[config.mk]
export PLATFORM = sky130hd
export DESIGN_NAME = phi2_stretcher
export DESIGN_NICKNAME = d
export VERILOG_FILES = /design/src/rtl/phi2s_pkg.sv /design/src/rtl/phi2s_preset.sv /design/src/rtl/phi2s_hold_counter.sv /design/src/rtl/phi2s_phase_gen.sv /design/src/rtl/phi2_stretcher.sv
export SDC_FILE = /design/constraint.sdc
export NUM_CORES = 1
export LEC_CHECK = 0
export ABC_CLOCK_PERIOD_IN_PS = 1350
export BUFFER_PORTS_ARGS = -buffer_cell sky130_fd_sc_hd__buf_2
export CAP_MARGIN = 0
export CELL_PAD_IN_SITES_DETAIL_PLACEMENT = 1
export CELL_PAD_IN_SITES_GLOBAL_PLACEMENT = 1
export CORE_AREA = 2 2 39 41
export CTS_CLUSTER_DIAMETER = 50
export CTS_CLUSTER_SIZE = 14
export DETAILED_ROUTE_END_ITERATION = 12
export DIE_AREA = 0 0 41 43
export PLACE_DENSITY_LB_ADDON = 0.1
export SYNTH_ARGS = -nofsm -noshare
export SYNTH_HDL_FRONTEND = slang
export SYNTH_SLANG_ARGS = --single-unit
[constraint.sdc]
create_clock -name clk_osc -period 1.35 [get_ports clk_osc]
set_input_delay 0.135 -clock clk_osc [delete_from_list [all_inputs] [get_ports clk_osc]]
set_output_delay 0.135 -clock clk_osc [all_outputs]
set_load 0.01 [all_outputs]
[src/rtl/phi2s_pkg.sv]
package phi2s_pkg;

    typedef enum logic {
        PH_LOW  = 1'b0,
        PH_HIGH = 1'b1
    } phase_e;

    // Number of extra high-phase cycles for a request; clamped to the limit.
    function automatic int unsigned waits_for(input logic slow,
                                              input int unsigned sel,
                                              input int unsigned max_wait);
        if (!slow)
            return 0;
        if (sel + 1 > max_wait)
            return max_wait;
        return sel + 1;
    endfunction

endpackage

[src/rtl/phi2s_preset.sv]
module phi2s_preset
    import phi2s_pkg::*;
#(
    parameter int MAX_WAIT = 2,
    parameter int SEL_W    = 1,
    parameter int CNT_W    = 2
) (
    input  logic             slow_req,
    input  logic [SEL_W-1:0] wait_sel,
    output logic [CNT_W-1:0] preset
);
    logic [CNT_W-1:0] waits;

    always_comb begin
        waits  = CNT_W'(waits_for(slow_req, 32'(wait_sel), MAX_WAIT));
        // Complement equals (all ones - waits): that many increments to terminal.
        preset = ~waits;
    end
endmodule

[src/rtl/phi2s_hold_counter.sv]
module phi2s_hold_counter #(
    parameter int CNT_W = 2
) (
    input  logic             clk,
    input  logic             rst,
    input  logic             load,
    input  logic             inc,
    input  logic [CNT_W-1:0] preset,
    output logic             at_term
);
    logic [CNT_W-1:0] cnt;

    always_ff @(posedge clk) begin
        if (rst)
            cnt <= '0;
        else if (load)
            cnt <= preset;
        else if (inc)
            cnt <= cnt + 1'b1;
    end

    assign at_term = &cnt;
endmodule

[src/rtl/phi2s_phase_gen.sv]
module phi2s_phase_gen
    import phi2s_pkg::*;
(
    input  logic clk,
    input  logic rst,
    input  logic at_term,
    output logic load,
    output logic inc,
    output logic phi2,
    output logic extra
);
    phase_e phase;

    always_comb begin
        load = (phase == PH_LOW);
        inc  = (phase == PH_HIGH) && !at_term;
        phi2 = (phase == PH_HIGH);
    end

    always_ff @(posedge clk) begin
        if (rst) begin
            phase <= PH_LOW;
            extra <= 1'b0;
        end else begin
            unique case (phase)
                PH_LOW:  phase <= PH_HIGH;
                PH_HIGH: phase <= at_term ? PH_LOW : PH_HIGH;
                default: phase <= PH_LOW;
            endcase
            extra <= (phase == PH_HIGH) && !at_term;
        end
    end
endmodule

[src/rtl/phi2_stretcher.sv]
module phi2_stretcher
    import phi2s_pkg::*;
#(
    parameter int MAX_WAIT = 2,
    localparam int SEL_W   = (MAX_WAIT > 1) ? $clog2(MAX_WAIT) : 1,
    localparam int CNT_W   = $clog2(MAX_WAIT + 1)
) (
    input  logic             clk_osc,
    input  logic             rst,
    input  logic             slow_req,
    input  logic [SEL_W-1:0] wait_sel,
    output logic             phi2,
    output logic             stretch_active
);
    logic [CNT_W-1:0] preset;
    logic             load, inc, at_term;

    phi2s_preset #(.MAX_WAIT(MAX_WAIT), .SEL_W(SEL_W), .CNT_W(CNT_W)) u_preset (
        .slow_req (slow_req),
        .wait_sel (wait_sel),
        .preset   (preset)
    );

    phi2s_hold_counter #(.CNT_W(CNT_W)) u_cnt (
        .clk     (clk_osc),
        .rst     (rst),
        .load    (load),
        .inc     (inc),
        .preset  (preset),
        .at_term (at_term)
    );

    phi2s_phase_gen u_phase (
        .clk     (clk_osc),
        .rst     (rst),
        .at_term (at_term),
        .load    (load),
        .inc     (inc),
        .phi2    (phi2),
        .extra   (stretch_active)
    );
endmodule

==> results.md, run 1 <==
* Syn_area_per_cell at between 10 and 15 sq um
* PD cells at ~1500 nW/um^2
* Avg WL per Cell at 9.35 um
* Cells after synthesis at 13
* Placer congestion estimate at between 0.5 and 0.6
* DR DRC count at 0
* Gr usage total at 0.0562
* Sink Count at 4
* DP Cell Count at 34
* Unrepaired setup endpoints after global routing: false
* First-iteration detailed-routing DRC count at 3
* Final WS setup at between 0.2 and 0.25 ns
* Ports at 6
* Critical path startpoint category: register
* Count of different cell masters after synthesis at 10
* Post-CTS Repair Setup Buffers at 0
* Clock root cell: clkbuf_4
* GR Overflow Total at 0
* Fin util at 0.163
* Reg2reg end: u_cnt.cnt[0]$_SDFFE_PP0P_
* Final setup fails at 0
* Synth warnings at 0
* Antenna Nets Post-Route at 0
* Vias in the first global route at ~140
* Top cell type's share of synthesized area at 0.508
* Setup TNS at 0 ns
* MaxCap Viol Count at 0
* Non-filler cells, final at 37
* Final period util at 0.821
* Pre-CTS WS at roughly 0.24 ns
* FF-to-FF Start: u_cnt.cnt[0]$_SDFFE_PP0P_
* Cell taking the most area after synthesis: dfxtp_1
* Top cells by area, synth: dfxtp_1, a221oi_2, ha_1
* Critical path type: reg -> reg
* Clock period minus worst slack at 1.11 ns
* Die area at approximately 1800 sq um
* Hold Slack at 0.101 ns
* Status: completed
* Initial antenna violation count at 0
* CTS max path bufs at 2
* Dpl cell area at 203 sq um
* Finished Cell Area at about 230 sq um
* Clock Pin Slew Worst Setup and Hold Paths at around 0.040 ns
* First-pass GRT wire length at around 550 um
* Flop2flop setup slack at ~0.24 ns
* Most common cell after layout, fill and taps aside: buf_2
* IR drop worst, VDD at approximately 0.35 mV
* Worst Path Max Fanout at 4
* Worst slew margin at 0.844
* DR pass1 iterations at 2
* Fin. max-slew vios at 0
* Power, Total at ~0.34 mW
* Post-Route WL at around 350 um
* Leakage at around 0.1 nW
* Layout area overhead at 42.9%
* Max H-tree Level at 1
* Clock skew at roughly 0.0095 ns
* Cells on worst reg2reg path at 3
* Syn Nets at 18
* Hold Fails Final Rpt at 0
* Worst hold path class: in -> reg
* PostCTS Resize Cnt at 0
* Chip Height at between 40 and 50 um
* Total Nets Final at 28
* TritonCTS clock tree: done
* Post-synthesis sequential area ratio at 0.508
* Syn Std Cell Area at approximately 160 sq um
* Hold Crit Depth at 2
* Ant. Diodes at 0
* Vias at between 100 and 150
* Cell Rows at 14
* Largest net degree at the start of global routing at 8
* Critical Path Sink Type: register
* Via/cell ratio at 3.51
* HP Start: slow_req
* Tightest Pin Transition at around 0.23 ns
* Clock insertion delay at the later pin of the skew report at between 0.2 and 0.25 ns
* Most frequent cells in the layout: buf_2, dfxtp_1, clkbuf_4
* Fmax at roughly 900 MHz
* Initial Util at 0.114
* Layout cells sized above 1 at 0.429
* Critical Path AT at between 1 and 1.5 ns
* DIE WIDTH at ~41 um
* Port Buffers at 5
* Worst Hold End: u_cnt.cnt[1]$_SDFFE_PP0P_
* Core Footprint at 1380 sq um
* CTS buffer count at 3
* Hold Buf Count CTS at 0
* FF+latch count, synth at 4
* Required @ worst endpoint at 1.50 ns
[flip-flops by register name (all words and copies together), names as in the netlist]
name and count:
u_cnt.cnt 2, u_phase.extra 1, u_phase.phi2 1
[synth_stat cells]
library cell,n
a221oi_1,1
dfxtp_1,4
ha_1,1
nor3b_1,1
mux2i_1,1
xor2_1,1
a221oi_2,1
a21oi_1,1
nor2b_1,1
nor2_1,1
[kinds of logic (layout without fill, tap and decap cells)]
logic type	count (synthesis)	count (layout)	share of synthesized area
multiplexers	1	1	0.0635
XOR/XNOR	1	1	0.0556
AO/OA/AOI/OAI	3	3	0.182
adder cells (fa/ha/maj)	1	1	0.0794
AND/OR/NAND/NOR	3	3	0.111
buffers and inverters	0	8	0
flip-flops	4	4	0.508
[final cells by class]
cell class              count  area, sq um
multi-input cells           9         77.6
flip-flops and latches      4         80.1
repair buffers              5         25.0
clock buffers               3         22.5
well taps                  16         20.0
fillers                   157         1160
[per-layer routing]
| layer | vias up | track usage | wire length, um |
|---|---|---|---|
| li1 | 68 | - | - |
| met1 | 60 | 0.0641 | 169 |
| met2 | 2 | 0.0563 | 158 |
| met3 | 0 | 0.0471 | 18 |
| met4 | 0 | 0.0600 | 0 |
| met5 | - | 0 | 0 |
[worst max-delay path by stage]
stage	start	depth (start not counted)	to
final	u_cnt.cnt[0]$_SDFFE_PP0P_	3	u_cnt.cnt[0]$_SDFFE_PP0P_
after global routing	u_cnt.cnt[0]$_SDFFE_PP0P_	3	u_cnt.cnt[0]$_SDFFE_PP0P_
after CTS	u_cnt.cnt[0]$_SDFFE_PP0P_	3	u_cnt.cnt[0]$_SDFFE_PP0P_
after detailed placement	u_cnt.cnt[0]$_SDFFE_PP0P_	3	u_cnt.cnt[0]$_SDFFE_PP0P_
after global placement	u_cnt.cnt[0]$_SDFFE_PP0P_	3	u_cnt.cnt[0]$_SDFFE_PP0P_
after floorplan	u_cnt.cnt[0]$_SDFFE_PP0P_	3	u_cnt.cnt[0]$_SDFFE_PP0P_
[power by group]
| group | total [mW] | internal, mW | switching, mW |
|---|---|---|---|
| registers | 0.138 | 0.130 | 0.00825 |
| clock network | 0.156 | 0.0999 | 0.0560 |
| logic | 0.0425 | 0.0222 | 0.0203 |
[worst max-delay path: stages, from the launching register on]
cell,delay (ns)
dfxtp_1,0.32
ha_1,0.26
xor2_1,0.16
a221oi_1,0.28
(Power assumes the default switching activity.)
==> inputs of run 2 (changes only) <==
Settings changed: ABC_AREA set to 1, ABC_CLOCK_PERIOD_IN_PS 1350 to 1000.
Clock period 1.35 ns to 1 ns, I/O delays scaled along.
==> results.md, run 2 <==
* Die area at 1760 sq um (unchanged)
* Largest Register: u_cnt.cnt (unchanged)
* Top cells by area, synth: dfxtp_1, nand2_1, inv_1 (was dfxtp_1, a221oi_2, ha_1)
* Sink Count at 4 (unchanged)
* Gr usage total at 0.0721 (was 0.0562)
* Antenna Nets Post-Route at 0 (unchanged)
* Met2 WL at 212 um (was 158 um)
* Hold Fails Final Rpt at 0 (unchanged)
* Largest net degree at the start of global routing at 8 (unchanged)
* Vias in the first global route at 186 (was 141)
* Ant. Diodes at 0 (unchanged)
* Initial antenna violation count at 0 (unchanged)
* Hold Crit Depth at 2 (unchanged)
* DRT met1 WL at 176 um (was 169 um)
* Most frequent cells in the layout: inv_1, nand2_1, buf_2 (was buf_2, dfxtp_1, clkbuf_4)
* DR pass1 iterations at 1 (was 2)
* FF-to-FF Start: u_cnt.cnt[0]$_SDFFE_PP0P_ (unchanged)
* Worst hold path class: in -> reg (unchanged)
* DIE WIDTH at 41 um (unchanged)
* Worst Path Max Fanout at 4 (unchanged)
* CTS max path bufs at 2 (unchanged)
* Reg2reg end: u_cnt.cnt[0]$_SDFFE_PP0P_ (unchanged)
* Max H-tree Level at 1 (unchanged)
* Clock Pin Slew Worst Setup and Hold Paths at 0.03 ns (was 0.04 ns)
* Avg WL per Cell at 9.12 um (was 9.35 um)
* HP Start: rst (was slow_req)
* Status: completed (unchanged)
* Flop2flop setup slack at 0.08 ns (was 0.24 ns)
* Cells after synthesis at 26 (was 13)
* Clock insertion delay at the later pin of the skew report at 0.24 ns (about the same)
* Post-synthesis sequential area ratio at 0.438 (was 0.508)
* Initial Util at 0.132 (was 0.114)
* CTS buffer count at 3 (unchanged)
* Uppermost layer routed: met4 (was met3)
* Required @ worst endpoint at 1.17 ns (was 1.50 ns)
* Final WS setup at 0.0817 ns (was 0.241 ns)
* IR drop worst, VDD at 0.314 mV (was 0.347 mV)
* Cell Rows at 14 (unchanged)
* Top cell type's share of synthesized area at 0.438 (was 0.508)
* Total Nets Final at 42 (was 28)
* Clock period minus worst slack at 0.918 ns (was 1.11 ns)
* Post-synth EDFFs at 0 (unchanged)
* First-pass GRT wire length at 703 um (was 552 um)
* Core Footprint at 1380 sq um (unchanged)
* Cell taking the most area after synthesis: dfxtp_1 (unchanged)
* Layout area overhead at 54.1% (was 42.9%)
* Fraction of registers with async set/reset at 0 (unchanged)
* FF+latch count, synth at 4 (unchanged)
* Final period util at 0.918 (was 0.821)
* Cells on worst reg2reg path at 6 (was 3)
* Finished Cell Area at 282 sq um (was 225 sq um)
* Clock skew at 0.00291 ns (was 0.00950 ns)
* Unrepaired setup endpoints after global routing: false (unchanged)
* PD cells at 1670 nW/um^2 (was 1490 nW/um^2)
* Post-DP HPWL at about 370 um
* Most numerous cell in the Yosys netlist: nand2_1 (was dfxtp_1)
* Synth top cells by count: nand2_1, inv_1, dfxtp_1, nand3_1
* Tightest Pin Transition at 0.228 ns (was 0.234 ns)
* Chip Height at 43 um (unchanged)
* Final setup fails at 0 (unchanged)
* Syn Std Cell Area at 183 sq um (was 158 sq um)
* Non-filler cells, final at 51 (was 37)
* Port Buffers at 5 (unchanged)
* Most common cell after layout, fill and taps aside: inv_1 (was buf_2)
* Vias at 196 (was 130)
* DR DRC count at 0 (unchanged)
* Critical Path AT at 1.09 ns (was 1.26 ns)
* Fmax at 1090 MHz (was 902 MHz)
* Worst slew margin at 0.847 (was 0.844)
* Syn_area_per_cell at 7.03 sq um (was 12.1 sq um)
* Fin. max-slew vios at 0 (unchanged)
* Dpl cell area at 235 sq um (was 203 sq um)
* Critical Path Sink Type: register (unchanged)
* GR Overflow Total at 0 (unchanged)
* Synth warnings at 0 (unchanged)
* Post-Route WL at 465 um (was 346 um)
* Leakage at 0.143 nW (was 0.0988 nW)
* Via/cell ratio at 3.84 (was 3.51)
* DP Cell Count at 48 (was 34)
* MaxCap Viol Count at 0 (unchanged)
* Pre-CTS WS at -0.0191 ns (was 0.239 ns)
* Layout cells sized above 1 at 0.486 (was 0.429)
* Largest register FFs at 2 (unchanged)
* Detail Route met3 WL at 36 um (was 18 um)
* Count of different cell masters after synthesis at 9 (was 10)
* Ports at 6 (unchanged)
* Clock root cell: clkbuf_4 (unchanged)
* Placer congestion estimate at 0.600 (was 0.578)
* Worst Hold End: u_cnt.cnt[0]$_SDFFE_PP0P_ (was u_cnt.cnt[1]$_SDFFE_PP0P_)
* First-iteration detailed-routing DRC count at 0 (was 3)
* Syn Nets at 31 (was 18)
* Critical path type: reg -> reg (unchanged)
* Ys flop type: dfxtp_1 (unchanged)
* Critical path startpoint category: register (unchanged)
* TritonCTS clock tree: done (unchanged)
* Power, Total at 0.470 mW (was 0.337 mW)
run 2: worst max path at each step:
stage	from	to	slack [ns]	depth (start not counted)
after floorplan	u_cnt.cnt[0]$_SDFFE_PP0P_	u_cnt.cnt[0]$_SDFFE_PP0P_	0.09	6
after global placement	u_cnt.cnt[0]$_SDFFE_PP0P_	u_cnt.cnt[0]$_SDFFE_PP0P_	0.02	6
after detailed placement	u_cnt.cnt[0]$_SDFFE_PP0P_	u_cnt.cnt[0]$_SDFFE_PP0P_	-0.02	6
after CTS	u_cnt.cnt[1]$_SDFFE_PP0P_	u_cnt.cnt[0]$_SDFFE_PP0P_	0.02	6
after global routing	u_cnt.cnt[0]$_SDFFE_PP0P_	u_cnt.cnt[0]$_SDFFE_PP0P_	0.0007	6
final	u_cnt.cnt[0]$_SDFFE_PP0P_	u_cnt.cnt[0]$_SDFFE_PP0P_	0.08	6
run 2: cell type report:
type	instances	area [sq um]
timing repair buffer	6	32.5
fill	172	1100
multi-input combinational	16	100
clock buffer	3	22.5
tap	16	20.0
sequential	4	83.8
inverter	6	22.5
run 2: routing by layer:
layer | GRT usage | vias up
li1 | - | 98
met1 | 0.0605 | 85
met2 | 0.0906 | 9
met3 | 0.0157 | 4
met4 | 0.140 | 0
met5 | 0 | -
run 2: stage by stage:
step                      hold WS [ns]  utilization  setup TNS, ns
final                           0.0591        0.203              0
after global placement           0.321        0.170              0
after floorplan                  0.162            -              0
after global routing            0.0828        0.203              0
after CTS                       0.0578        0.189              0
after detailed placement         0.317        0.170        -0.0191
run 2: cell families after synthesis:
family	count (synthesis)	synth area share
simple gates	12	0.267
buf+inv	6	0.123
flops	4	0.438
compound gates	3	0.103
fa+ha+maj	1	0.0685
run 2: repair_timing:
item	in CTS	in global routing
buffers inserted	0	0
setup endpoints to repair	1	1
pin swaps	1	2
gates resized for setup	2	6
hold buffers	0	0
run 2: critical path, stage by stage, from the launching register on:
cell and delay [ns]:
dfxtp_2 0.33, ha_4 0.17, inv_1 0.08, nand2_2 0.06, nand2_2 0.07, nand2_2 0.05, a21oi_2 0.09
run 2: power breakdown:
| group | switching [mW] | internal [mW] |
|---|---|---|
| sequential | 0.0143 | 0.177 |
| clock | 0.0683 | 0.134 |
| combinational | 0.0385 | 0.0379 |
